File: src/rtl/xih_pkg.sv
package xih_pkg;
  localparam int N_LINES  = 7;
  localparam int REG_AW   = 3;
  localparam int REG_DW   = 8;
  localparam int N_SRC5   = 2;
  localparam int N_SRC6   = 4;

  typedef enum logic [REG_AW-1:0] {
    A_LINE_EN = 3'd0,
    A_PRIM    = 3'd1,
    A_CTRL25  = 3'd2,
    A_EN6     = 3'd3,
    A_FLG25   = 3'd4,
    A_FLG6    = 3'd5
  } reg_addr_e;

  localparam int POL2_BIT = 6;
  localparam int POL3_BIT = 7;
  localparam int F5_LSB   = 4;
endpackage

File: src/rtl/xih_sync.sv
module xih_sync #(
  parameter int W      = 1,
  parameter int STAGES = 2
) (
  input  logic         clk,
  input  logic         rst_n,
  input  logic [W-1:0] din,
  output logic [W-1:0] dout
);
  logic [W-1:0] st_q [STAGES];

  always_ff @(posedge clk or negedge rst_n) begin
    if (!rst_n) st_q[0] <= '0;
    else        st_q[0] <= din;
  end

  for (genvar s = 1; s < STAGES; s++) begin : g_stage
    always_ff @(posedge clk or negedge rst_n) begin
      if (!rst_n) st_q[s] <= '0;
      else        st_q[s] <= st_q[s-1];
    end
  end

  assign dout = st_q[STAGES-1];
endmodule

File: src/rtl/xih_edge.sv
module xih_edge #(
  parameter int W = 1
) (
  input  logic         clk,
  input  logic         rst_n,
  input  logic [W-1:0] sig,
  input  logic [W-1:0] rise_sel,
  output logic [W-1:0] evt
);
  logic [W-1:0] prev_q;

  always_ff @(posedge clk or negedge rst_n) begin
    if (!rst_n) prev_q <= '0;
    else        prev_q <= sig;
  end

  for (genvar i = 0; i < W; i++) begin : g_bit
    always_comb begin
      if (rise_sel[i]) evt[i] = sig[i] & ~prev_q[i];
      else             evt[i] = ~sig[i] & prev_q[i];
    end
  end
endmodule

File: src/rtl/xih_flagbank.sv
module xih_flagbank #(
  parameter int W = 1
) (
  input  logic         clk,
  input  logic         rst_n,
  input  logic [W-1:0] set,
  input  logic [W-1:0] clr,
  output logic [W-1:0] flag
);
  logic [W-1:0] flag_q, flag_d;

  always_comb begin
    flag_d = set | (flag_q & ~clr);
  end

  always_ff @(posedge clk or negedge rst_n) begin
    if (!rst_n) flag_q <= '0;
    else        flag_q <= flag_d;
  end

  assign flag = flag_q;

  for (genvar i = 0; i < W; i++) begin : g_chk
    // a set pulse wins against any clear on the same edge
    p_set_wins_r10: assert property (@(posedge clk) disable iff (!rst_n)
      set[i] |=> flag[i]);
    // with no clear request, a set flag holds
    p_hold_wo_clr_r9: assert property (@(posedge clk) disable iff (!rst_n)
      (flag[i] && !clr[i]) |=> flag[i]);
  end
endmodule

File: src/rtl/xint_hub.sv
module xint_hub
  import xih_pkg::*;
#(
  parameter int N_PULSE     = 4,
  parameter int STAT_W      = 3,
  parameter int SYNC_STAGES = 2
) (
  input  logic               clk,
  input  logic               rst_n,
  input  logic [1:0]         io_evt,
  input  logic [N_PULSE-1:0] pulse_evt,
  input  logic               ce_busy,
  input  logic [STAT_W-1:0]  supply_stat,
  input  logic               ee_busy,
  input  logic               spi_evt,
  input  logic               xfer_busy,
  input  logic               tick_sec,
  input  logic               tick_min,
  input  logic               rtc_alarm,
  input  logic               reg_wr,
  input  logic [2:0]         reg_addr,
  input  logic [7:0]         reg_wdata,
  output logic [7:0]         reg_rdata,
  input  logic               ack_valid,
  input  logic [2:0]         ack_line,
  output logic [6:0]         irq
);
  // N_PULSE must lie in 1..4: the line-2 fields share a byte with line 5
  localparam int EW      = 2 + N_PULSE + 7;
  localparam int E_P2    = 2;
  localparam int E_CE    = 2 + N_PULSE;
  localparam int E_EE    = E_CE + 1;
  localparam int E_SPI   = E_CE + 2;
  localparam int E_XFER  = E_CE + 3;
  localparam int E_SEC   = E_CE + 4;
  localparam int E_MIN   = E_CE + 5;
  localparam int E_ALARM = E_CE + 6;
  localparam int SW      = N_PULSE + N_SRC5 + N_SRC6;
  localparam int S5      = N_PULSE;
  localparam int S6      = N_PULSE + N_SRC5;

  // ---------------- synchronizers ----------------
  logic [1:0]         io_s;
  logic [N_PULSE-1:0] pulse_s;
  logic [6:0]         misc_s;
  logic [STAT_W-1:0]  stat_s;

  xih_sync #(.W(2), .STAGES(SYNC_STAGES)) u_sync_io (
    .clk(clk), .rst_n(rst_n), .din(io_evt), .dout(io_s));
  xih_sync #(.W(N_PULSE), .STAGES(SYNC_STAGES)) u_sync_pulse (
    .clk(clk), .rst_n(rst_n), .din(pulse_evt), .dout(pulse_s));
  xih_sync #(.W(7), .STAGES(SYNC_STAGES)) u_sync_misc (
    .clk(clk), .rst_n(rst_n),
    .din({rtc_alarm, tick_min, tick_sec, xfer_busy, spi_evt, ee_busy, ce_busy}),
    .dout(misc_s));
  xih_sync #(.W(STAT_W), .STAGES(SYNC_STAGES)) u_sync_stat (
    .clk(clk), .rst_n(rst_n), .din(supply_stat), .dout(stat_s));

  // ---------------- software registers ----------------
  logic [6:0]         line_en_q, line_en_d;
  logic [N_PULSE-1:0] en2_q, en2_d;
  logic [N_SRC5-1:0]  en5_q, en5_d;
  logic [N_SRC6-1:0]  en6_q, en6_d;
  logic               pol2_q, pol2_d, pol3_q, pol3_d;
  logic               we_line, we_ctrl, we_en6;

  always_comb begin
    we_line   = reg_wr && (reg_addr == A_LINE_EN);
    we_ctrl   = reg_wr && (reg_addr == A_CTRL25);
    we_en6    = reg_wr && (reg_addr == A_EN6);
    line_en_d = line_en_q;
    en2_d     = en2_q;
    en5_d     = en5_q;
    en6_d     = en6_q;
    pol2_d    = pol2_q;
    pol3_d    = pol3_q;
    if (we_line) line_en_d = reg_wdata[6:0];
    if (we_ctrl) begin
      en2_d  = reg_wdata[N_PULSE-1:0];
      en5_d  = reg_wdata[F5_LSB +: N_SRC5];
      pol2_d = reg_wdata[POL2_BIT];
      pol3_d = reg_wdata[POL3_BIT];
    end
    if (we_en6) en6_d = reg_wdata[N_SRC6-1:0];
  end

  always_ff @(posedge clk or negedge rst_n) begin
    if (!rst_n) begin
      line_en_q <= '0;
      en2_q     <= '0;
      en5_q     <= '0;
      en6_q     <= '0;
      pol2_q    <= 1'b0;
      pol3_q    <= 1'b0;
    end else begin
      line_en_q <= line_en_d;
      en2_q     <= en2_d;
      en5_q     <= en5_d;
      en6_q     <= en6_d;
      pol2_q    <= pol2_d;
      pol3_q    <= pol3_d;
    end
  end

  // ---------------- edge detection ----------------
  logic [EW-1:0] e_sig, e_rise, e_evt;

  always_comb begin
    e_sig  = {misc_s, pulse_s, io_s};
    e_rise = '0;
    e_rise[1:0]              = 2'b11;
    e_rise[E_P2 +: N_PULSE]  = {N_PULSE{pol2_q}};
    e_rise[E_CE]             = pol3_q;
    e_rise[E_EE]             = 1'b0;
    e_rise[E_SPI]            = 1'b1;
    e_rise[E_XFER]           = 1'b0;
    e_rise[E_SEC]            = 1'b1;
    e_rise[E_MIN]            = 1'b1;
    e_rise[E_ALARM]          = 1'b1;
  end

  xih_edge #(.W(EW)) u_edge (
    .clk(clk), .rst_n(rst_n), .sig(e_sig), .rise_sel(e_rise), .evt(e_evt));

  logic [STAT_W-1:0] stat_prev_q;
  logic              stat_chg;

  always_ff @(posedge clk or negedge rst_n) begin
    if (!rst_n) stat_prev_q <= '0;
    else        stat_prev_q <= stat_s;
  end
  assign stat_chg = |(stat_s ^ stat_prev_q);

  // ---------------- per-source flags ----------------
  logic [SW-1:0] s_set, s_clr, s_flag;
  logic [N_PULSE-1:0] ev2;
  logic [N_SRC5-1:0]  ev5;
  logic [N_SRC6-1:0]  ev6;
  logic [N_PULSE-1:0] f2;
  logic [N_SRC5-1:0]  f5;
  logic [N_SRC6-1:0]  f6;
  logic               we_f25, we_f6;

  always_comb begin
    ev2    = e_evt[E_P2 +: N_PULSE];
    ev5    = {e_evt[E_SPI], e_evt[E_EE]};
    ev6    = {e_evt[E_ALARM], e_evt[E_MIN], e_evt[E_SEC], e_evt[E_XFER]};
    s_set  = {ev6, ev5, ev2};
    we_f25 = reg_wr && (reg_addr == A_FLG25);
    we_f6  = reg_wr && (reg_addr == A_FLG6);
    s_clr  = '0;
    if (we_f25) begin
      s_clr[N_PULSE-1:0]  = ~reg_wdata[N_PULSE-1:0];
      s_clr[S5 +: N_SRC5] = ~reg_wdata[F5_LSB +: N_SRC5];
    end
    if (we_f6) s_clr[S6 +: N_SRC6] = ~reg_wdata[N_SRC6-1:0];
  end

  xih_flagbank #(.W(SW)) u_sflags (
    .clk(clk), .rst_n(rst_n), .set(s_set), .clr(s_clr), .flag(s_flag));

  assign f2 = s_flag[N_PULSE-1:0];
  assign f5 = s_flag[S5 +: N_SRC5];
  assign f6 = s_flag[S6 +: N_SRC6];

  // ---------------- primary flags ----------------
  logic [6:0] p_set, p_clr, p_flag;

  always_comb begin
    p_set[0] = e_evt[0];
    p_set[1] = e_evt[1];
    p_set[2] = |(ev2 & en2_q);
    p_set[3] = e_evt[E_CE];
    p_set[4] = stat_chg;
    p_set[5] = |(ev5 & en5_q);
    p_set[6] = |(ev6 & en6_q);
  end

  for (genvar l = 0; l < N_LINES; l++) begin : g_pclr
    assign p_clr[l] = ack_valid && (ack_line == 3'(l));
    // an acknowledge with no competing event empties the flag
    p_ack_clears_r12: assert property (@(posedge clk) disable iff (!rst_n)
      (ack_valid && ack_line == 3'(l) && !p_set[l]) |=> !p_flag[l]);
  end

  xih_flagbank #(.W(N_LINES)) u_pflags (
    .clk(clk), .rst_n(rst_n), .set(p_set), .clr(p_clr), .flag(p_flag));

  // a change of the synchronized status is followed by flag 4
  p_stat_change_r5: assert property (@(posedge clk) disable iff (!rst_n)
    !$stable(stat_s) |=> p_flag[4]);

  // ---------------- requests ----------------
  always_comb begin
    irq[0] = line_en_q[0] & p_flag[0];
    irq[1] = line_en_q[1] & p_flag[1];
    irq[2] = line_en_q[2] & (|(f2 & en2_q));
    irq[3] = line_en_q[3] & p_flag[3];
    irq[4] = line_en_q[4] & p_flag[4];
    irq[5] = line_en_q[5] & (|(f5 & en5_q));
    irq[6] = line_en_q[6] & (|(f6 & en6_q));
  end

  // ---------------- read mux ----------------
  always_comb begin
    reg_rdata = '0;
    case (reg_addr)
      A_LINE_EN: reg_rdata[6:0] = line_en_q;
      A_PRIM:    reg_rdata[6:0] = p_flag;
      A_CTRL25: begin
        reg_rdata[N_PULSE-1:0]        = en2_q;
        reg_rdata[F5_LSB +: N_SRC5]   = en5_q;
        reg_rdata[POL2_BIT]           = pol2_q;
        reg_rdata[POL3_BIT]           = pol3_q;
      end
      A_EN6:     reg_rdata[N_SRC6-1:0] = en6_q;
      A_FLG25: begin
        reg_rdata[N_PULSE-1:0]        = f2;
        reg_rdata[F5_LSB +: N_SRC5]   = f5;
      end
      A_FLG6:    reg_rdata[N_SRC6-1:0] = f6;
      default:   reg_rdata = '0;
    endcase
  end
endmodule

File: config.mk
export PLATFORM = sky130hd
export DESIGN_NAME = xint_hub
export DESIGN_NICKNAME = d
export VERILOG_FILES = /design/src/rtl/xih_pkg.sv /design/src/rtl/xih_sync.sv /design/src/rtl/xih_edge.sv /design/src/rtl/xih_flagbank.sv /design/src/rtl/xint_hub.sv
export SDC_FILE = /design/constraint.sdc
export NUM_CORES = 1
export LEC_CHECK = 0
export BUFFER_PORTS_ARGS = -buffer_cell sky130_fd_sc_hd__buf_4
export CORE_ASPECT_RATIO = 0.7
export CORE_MARGIN = 3
export CORE_UTILIZATION = 45
export CTS_BUF_LIST = sky130_fd_sc_hd__clkbuf_8 sky130_fd_sc_hd__clkbuf_16
export DETAILED_ROUTE_END_ITERATION = 10
export GPL_TIMING_DRIVEN = 0
export MAX_ROUTING_LAYER = met4
export PLACE_DENSITY_LB_ADDON = 0.2
export SYNTH_ARGS = -nofsm -noshare
export SYNTH_HDL_FRONTEND = slang
export SYNTH_SLANG_ARGS = --single-unit
File: constraint.sdc
create_clock -name clk -period 1.35 [get_ports clk]
set_input_delay 0.135 -clock clk [delete_from_list [all_inputs] [get_ports clk]]
set_output_delay 0.135 -clock clk [all_outputs]
set_load 0.03 [all_outputs]
==> metrics.txt, run 1 <==
global-route wire length before repair=11.08 mm; Slew @ Worst Pin=0.7369 ns; final hold vios=0; Clock H-tree levels=3; worst min-delay path startpoint=reg_wdata[4]; Rel. slew slack=50.87%; die height=76.56 um; remaining antenna violation count=0; #FFs+latches synth=84; worst reg2reg startpoint=pol2_q$_DFFE_PN0P_; r2r endpoint=u_pflags.flag[2]$_DFF_PN0_; unrepaired setup endpoints after global routing=yes; final instance count without filler cells=423; Syn-to-layout area delta=31.67%; max-slew violations=0; clk slew on worst S/H paths=0.08 ns; Final Util=61.80%; Core Region=6819 sq um; insertion delay to the later sink of the worst-skew pair=0.36 ns; maximum net fanout on the critical path=2; worst endpoint data arrival time=1.59 ns; DRT Pass-1 Iters=4; Iteration-0 DRC Markers=149; register area share after synthesis=65.68%; Top-Level Pins=49; R2R depth=4; Period Utilization, post-route=128.1%; share of cells above drive strength 1=34.04%; setup TNS=-1.715 ns; Post-synth top flop=dfrtp_1; post-synthesis cell count=236; nets=358; Synth Cell Area=3201 sq um; failing checks=negative setup slack; die width=106.8 um; most frequent cells in the layout=dfrtp_1 (83), buf_4 (52), o21ai_0 (25); most common cell after layout, fill and taps aside=dfrtp_1; Antenna diodes=0; CP max stage delay=0.46 ns; maximum vdd drop=0.5967 mV; final worst path period need=1.729 ns; clock skew=0.008452 ns; placed cell count=378; die area=8177 sq um; post-synth net total=270; hold_ws=0.02119 ns; Final HPWL DP=4.478 mm; LEAKAGE=1.884 nW; WS Path Type=reg -> out; max cap viols=0; CP top delay family=multiplexers; GRT Resource Usage Total=18.64%; Clock Tree Buf Depth=2; syn avg cell area=13.56 sq um; number of enable flip-flop cells after synthesis=0; # setup viols final=9; Netlist cell types=36; CP required=1.22 ns; achievable frequency=578.3 MHz; status=complete, but fails checks; Placement Rows=25; vias per cell=5.092; detailed-route DRC error count=0; drt total wl=6.644 mm; initial antenna violation count=0; Synthesis Warnings=0; worst setup margin=-0.3793 ns; CTS sink cnt=84; crit path cell chain=mux4_2 > a22o_1 > buf_6; vias=2154; vias in the first global route=2167; final estimated routing congestion in global placement=0.8928; critical path startpoint category=register; Async S/R FF share, synth=100.0%; largest net degree at the start of global routing=85; Wirelength per Cell=15.71 um; Worst Hold Endpoint=line_en_q[4]$_DFFE_PN0P_; slowest stage cell, crit path=mux4_2; CTS tree=built; Initial Util=46.94%; worst path bufs/invs=1; Clock Root Buffer=clkbuf_8; Num CTS Buffers=9; pre-CTS WS=-0.1186 ns; global route overflow=0; Critical Path End Type=output pin; number of port buffers=48; Hold Crit Class=in -> reg; Hold Path Cell Cnt=2; R2R Setup Slk=0.04 ns; Cell Pwr Density=1369 nW/um^2
-- cell usage after synthesis (3+ instances only) --
library cell	count	area [sq um]
dfrtp_1	84	2102
mux2_4	8	120.1
and2_1	4	25.02
mux2_1	7	78.83
a21oi_1	4	20.02
inv_1	12	45.04
nand3_1	5	25.02
o22ai_1	3	18.77
mux2i_1	6	60.06
mux2_2	6	67.56
xnor2_1	3	26.28
nand2_1	7	26.28
buf_2	3	15.01
nand2b_1	9	56.30
nor2_1	7	26.28
nand3b_1	6	45.04
mux4_2	3	67.56
a22oi_1	6	45.04
and3_1	3	18.77
nand4_1	3	18.77
o21ai_0	27	135.1
-- power breakdown --
group | internal (mW) | leakage (nW) | switching [mW]
Clock | 0.717 | 0.0978 | 0.861
Combinational | 0.656 | 0.840 | 0.562
Sequential | 2.76 | 0.947 | 0.209
-- what timing repair did --
action | in CTS | in global routing
endpoints found under the setup margin | 11 | 14
pin swaps | 6 | 7
hold endpoints to repair | 102 | 0
buffers inserted | 7 | 5
hold buffers | 19 | 0
gates resized for setup | 18 | 10
-- sequential cells by signal (all words and copies together), names as in the netlist, 3 cells and up --
name               count
u_pflags.flag          7
stat_prev_q            3
u_sync_pulse.dout      4
en6_q                  4
u_sync_pulse.st_q      4
u_sflags.flag         10
u_sync_stat.dout       3
u_sync_stat.st_q       3
u_sync_misc.st_q       7
en2_q                  4
u_edge.prev_q         13
u_sync_misc.dout       7
line_en_q              7
-- routing by layer --
metal	up-vias	GRT usage (%)	part of all wire (%)
met1	1066	25.87	47
met2	72	25.75	45
met4	0	6.258	1.1
li1	1010	-	-
met3	6	6.351	7.1
met5	-	-	0
-- worst max path at each step --
stage                              start           end  slack [ns]  cells past startpoint
floorplan                    reg_addr[2]  reg_rdata[4]       0.001                      3
global placement             reg_addr[2]  reg_rdata[0]       -0.12                      6
detailed placement           reg_addr[2]  reg_rdata[0]       -0.12                      6
CTS                 en2_q[2]$_DFFE_PN0P_  reg_rdata[2]       -0.39                      3
global route        en2_q[2]$_DFFE_PN0P_  reg_rdata[2]       -0.43                      3
finish              en2_q[2]$_DFFE_PN0P_  reg_rdata[2]       -0.38                      3
-- through the flow --
step	total power, mW	area [sq um]
floorplan	3.565	3201
global placement	3.971	3679
detailed placement	3.997	3679
CTS	5.756	4148
global route	6.103	4214
finish	5.769	4214
-- cell type report --
cell class,count,area (sq um)
plain buffers,5,36.28
multi-input cells,134,1067
flip-flops and latches,84,2103
repair buffers,78,666.9
clock inverters,6,40.04
well taps,94,117.6
inverters,12,45.04
fillers,556,2605
clock buffers,10,137.6
-- cells by family (layout without fill, tap and decap cells) --
| group | Yosys count | in the layout | share of synthesized area, % |
|---|---|---|---|
| AOI/OAI and AO/OA | 50 | 50 | 9.343 |
| xor gates and xnor gates | 3 | 3 | 0.8211 |
| buffers and inverters | 18 | 111 | 2.697 |
| DFF | 84 | 84 | 65.68 |
| muxes | 30 | 30 | 12.31 |
| and+or+nand+nor | 51 | 51 | 9.148 |
(Power assumes the default switching activity.)
==> run 2, diff against run 1 <==
- CORE_MARGIN: 3 -> not set
==> run 2 against run 1 <==
The run ends with negative hold slack, negative setup slack left; cell area rose by 0.36%; critical path depth did not move; clock power rose by 13%.
==> metrics.txt, run 2 (synthesized netlist as in run 1, its figures left out) <==
status=complete, but fails checks; failing checks=negative hold slack, negative setup slack; Clock Root Buffer=clkbuf_8; final estimated routing congestion in global placement=0.8453 (-5.3%); Slew @ Worst Pin=1.002 ns (+0.2653 ns); Flop pwr share=49.6% (-1.9 points); Cell Pwr Density=1418 nW/um^2 (+3.6%); CP top delay family=multiplexers; Net Sw Power=1.696 mW (+4.0%); vias=2130 (-1.1%); vias per cell=5.047 (-0.88%); largest net degree at the start of global routing=85 (unchanged); achievable frequency=569.3 MHz (-1.5%); LEAKAGE=1.893 nW (+0.45%); CTS tree=built; maximum vdd drop=0.6227 mV (+4.4%); unrepaired setup endpoints after global routing=yes; Clock Tree Buf Depth=2 (unchanged); Antenna diodes=0 (unchanged); worst path bufs/invs=1 (unchanged); Period Utilization, post-route=130.1% (+2.0 points); drt total wl=6.691 mm (+0.71%); Clock H-tree levels=3 (unchanged); global-route wire length before repair=10.73 mm (-3.2%); Core Region=6819 sq um (unchanged); critical path startpoint category=register; clk slew on worst S/H paths=0.08 ns (about the same); max cap viols=0 (unchanged); Critical Path End Type=output pin; r2r endpoint=u_pflags.flag[2]$_DFF_PN0_; Hold Crit Class=in -> async; Gate power share=20.8% (-0.3 points); insertion delay to the later sink of the worst-skew pair=0.34 ns (-0.02 ns); placed cell count=378 (unchanged); die area=7459 sq um (-8.8%); CP max stage delay=0.48 ns (+0.02 ns); max-slew violations=0 (unchanged); Worst Setup SP=en2_q[2]$_DFFE_PN0P_; global route overflow=0 (unchanged); # setup viols final=9 (unchanged); die width=102.8 um (-3.7%); CTS sink cnt=84 (unchanged); slowest stage cell, crit path=mux4_2; Wirelength per Cell=15.86 um (+0.95%); maximum net fanout on the critical path=2 (unchanged); GRT Resource Usage Total=20.44% (+1.8 points); final worst path period need=1.756 ns (+0.02715 ns); most common cell after layout, fill and taps aside=dfrtp_1; Iteration-0 DRC Markers=95 (-36%); setup TNS=-1.724 ns (-0.009060 ns); remaining antenna violation count=0 (unchanged); DRT Pass-1 Iters=4 (unchanged); vias in the first global route=2151 (-0.74%); Placement Rows=25 (unchanged); design area=4229 sq um (+0.36%); R2R depth=4 (unchanged); number of port buffers=48 (unchanged); worst reg2reg startpoint=pol2_q$_DFFE_PN0P_; Top-Level Pins=49 (unchanged); Placement Cell Area=3679 sq um (unchanged); Sw Share=28.28% (about the same); detailed-route DRC error count=0 (unchanged); CP required=1.22 ns (about the same); clock power share=29.6% (+2.2 points); crit path cell chain=mux4_2 > a22o_1 > buf_6; share of cells above drive strength 1=34.45% (+0.41 points); Num CTS Buffers=9 (unchanged); max reg flops=13 (unchanged); Fillers=552 (-0.72%); hold_ws=-0.02768 ns (-0.04887 ns); Int Power=4.302 mW (+4.0%); Final HPWL DP=4.324 mm (-3.5%); worst endpoint data arrival time=1.62 ns (+0.03 ns); Biggest register=u_edge.prev_q; final hold vios=84 (+84); final instance count without filler cells=422 (-0.24%); Initial Util=46.94% (unchanged); R2R Setup Slk=0.01 ns (-0.03 ns); worst setup margin=-0.4064 ns (-0.02715 ns); nets=357 (-0.28%); Rel. slew slack=33.18% (-18 points); initial antenna violation count=0 (unchanged); WS Path Type=reg -> out; die height=72.56 um (-5.2%); Syn-to-layout area delta=32.13%; most frequent cells in the layout=dfrtp_1 (83), buf_4 (53), o21ai_0 (23); clock skew=0.005195 ns (-0.003256 ns)
==> run 2: power by group through the flow <==
stage / clock (mW) / combinational (mW) / sequential, mW
3_3_place_gp: 0 / 0.972 / 3.00
3_5_place_dp: 0 / 0.989 / 3.00
6_report: 1.78 / 1.25 / 2.97
2_1_floorplan: 0 / 0.636 / 2.93
4_1_cts: 1.83 / 1.14 / 2.96
5_1_grt: 1.95 / 1.35 / 3.01
==> run 2: how the worst max path moves through the flow <==
| stage | to | slack (ns) | depth (start not counted) |
|---|---|---|---|
| after detailed placement | reg_rdata[3] | -0.11 | 6 |
| after CTS | reg_rdata[2] | -0.38 | 3 |
| after global placement | reg_rdata[0] | -0.12 | 6 |
| after floorplan | reg_rdata[4] | 0.001 | 3 |
| after global routing | reg_rdata[2] | -0.46 | 3 |
| final | reg_rdata[2] | -0.41 | 3 |
==> run 2: metal layers <==
metal	global-route usage [%]	routed length, um
met2	29.04	2889
met4	8.138	130
met5	-	0
met3	5.010	298
met1	28.38	3372
==> run 2: timing repair <==
| action | CTS | global route |
|---|---|---|
| pin swaps | 3 | 4 |
| setup buffers | 7 | 8 |
| gates resized for setup | 16 | 16 |
| endpoints found under the setup margin | 11 | 12 |
| hold buffers | 16 | 0 |
| endpoints found under the hold margin | 16 | 0 |
==> run 2: metrics by stage <==
stage / utilization [%] / setup slack (ns) / hold WS, ns / power (mW)
after floorplan: - / 0.001158 / -0.1606 / 3.565
after global placement: 53.95 / -0.1185 / 0.2442 / 3.969
after detailed placement: 53.95 / -0.1065 / 0.2453 / 3.994
after CTS: 60.62 / -0.3775 / 0.004072 / 5.930
after global routing: 62.02 / -0.4583 / 0.004524 / 6.303
final: 62.02 / -0.4064 / -0.02768 / 5.999
==> run 2: layout make-up <==
class	count	area, sq um	area share (%)
multi-input combinational	134	1071	25.33
buffer	5	36.28	0.8580
tap	94	117.6	2.781
inverter	12	45.04	1.065
clock buffer	9	123.9	2.929
sequential	84	2103	49.73
timing repair buffer	77	655.6	15.50
clock inverter	7	76.32	1.805
==> run 2: worst register-to-register path, delay by kind of cell (launching register included) <==
family                 cells  cell delay (ns)
flip-flops                 1             0.45
AND/OR/NAND/NOR            1             0.12
AO/OA/AOI/OAI              2             0.51
buffers and inverters      1             0.13
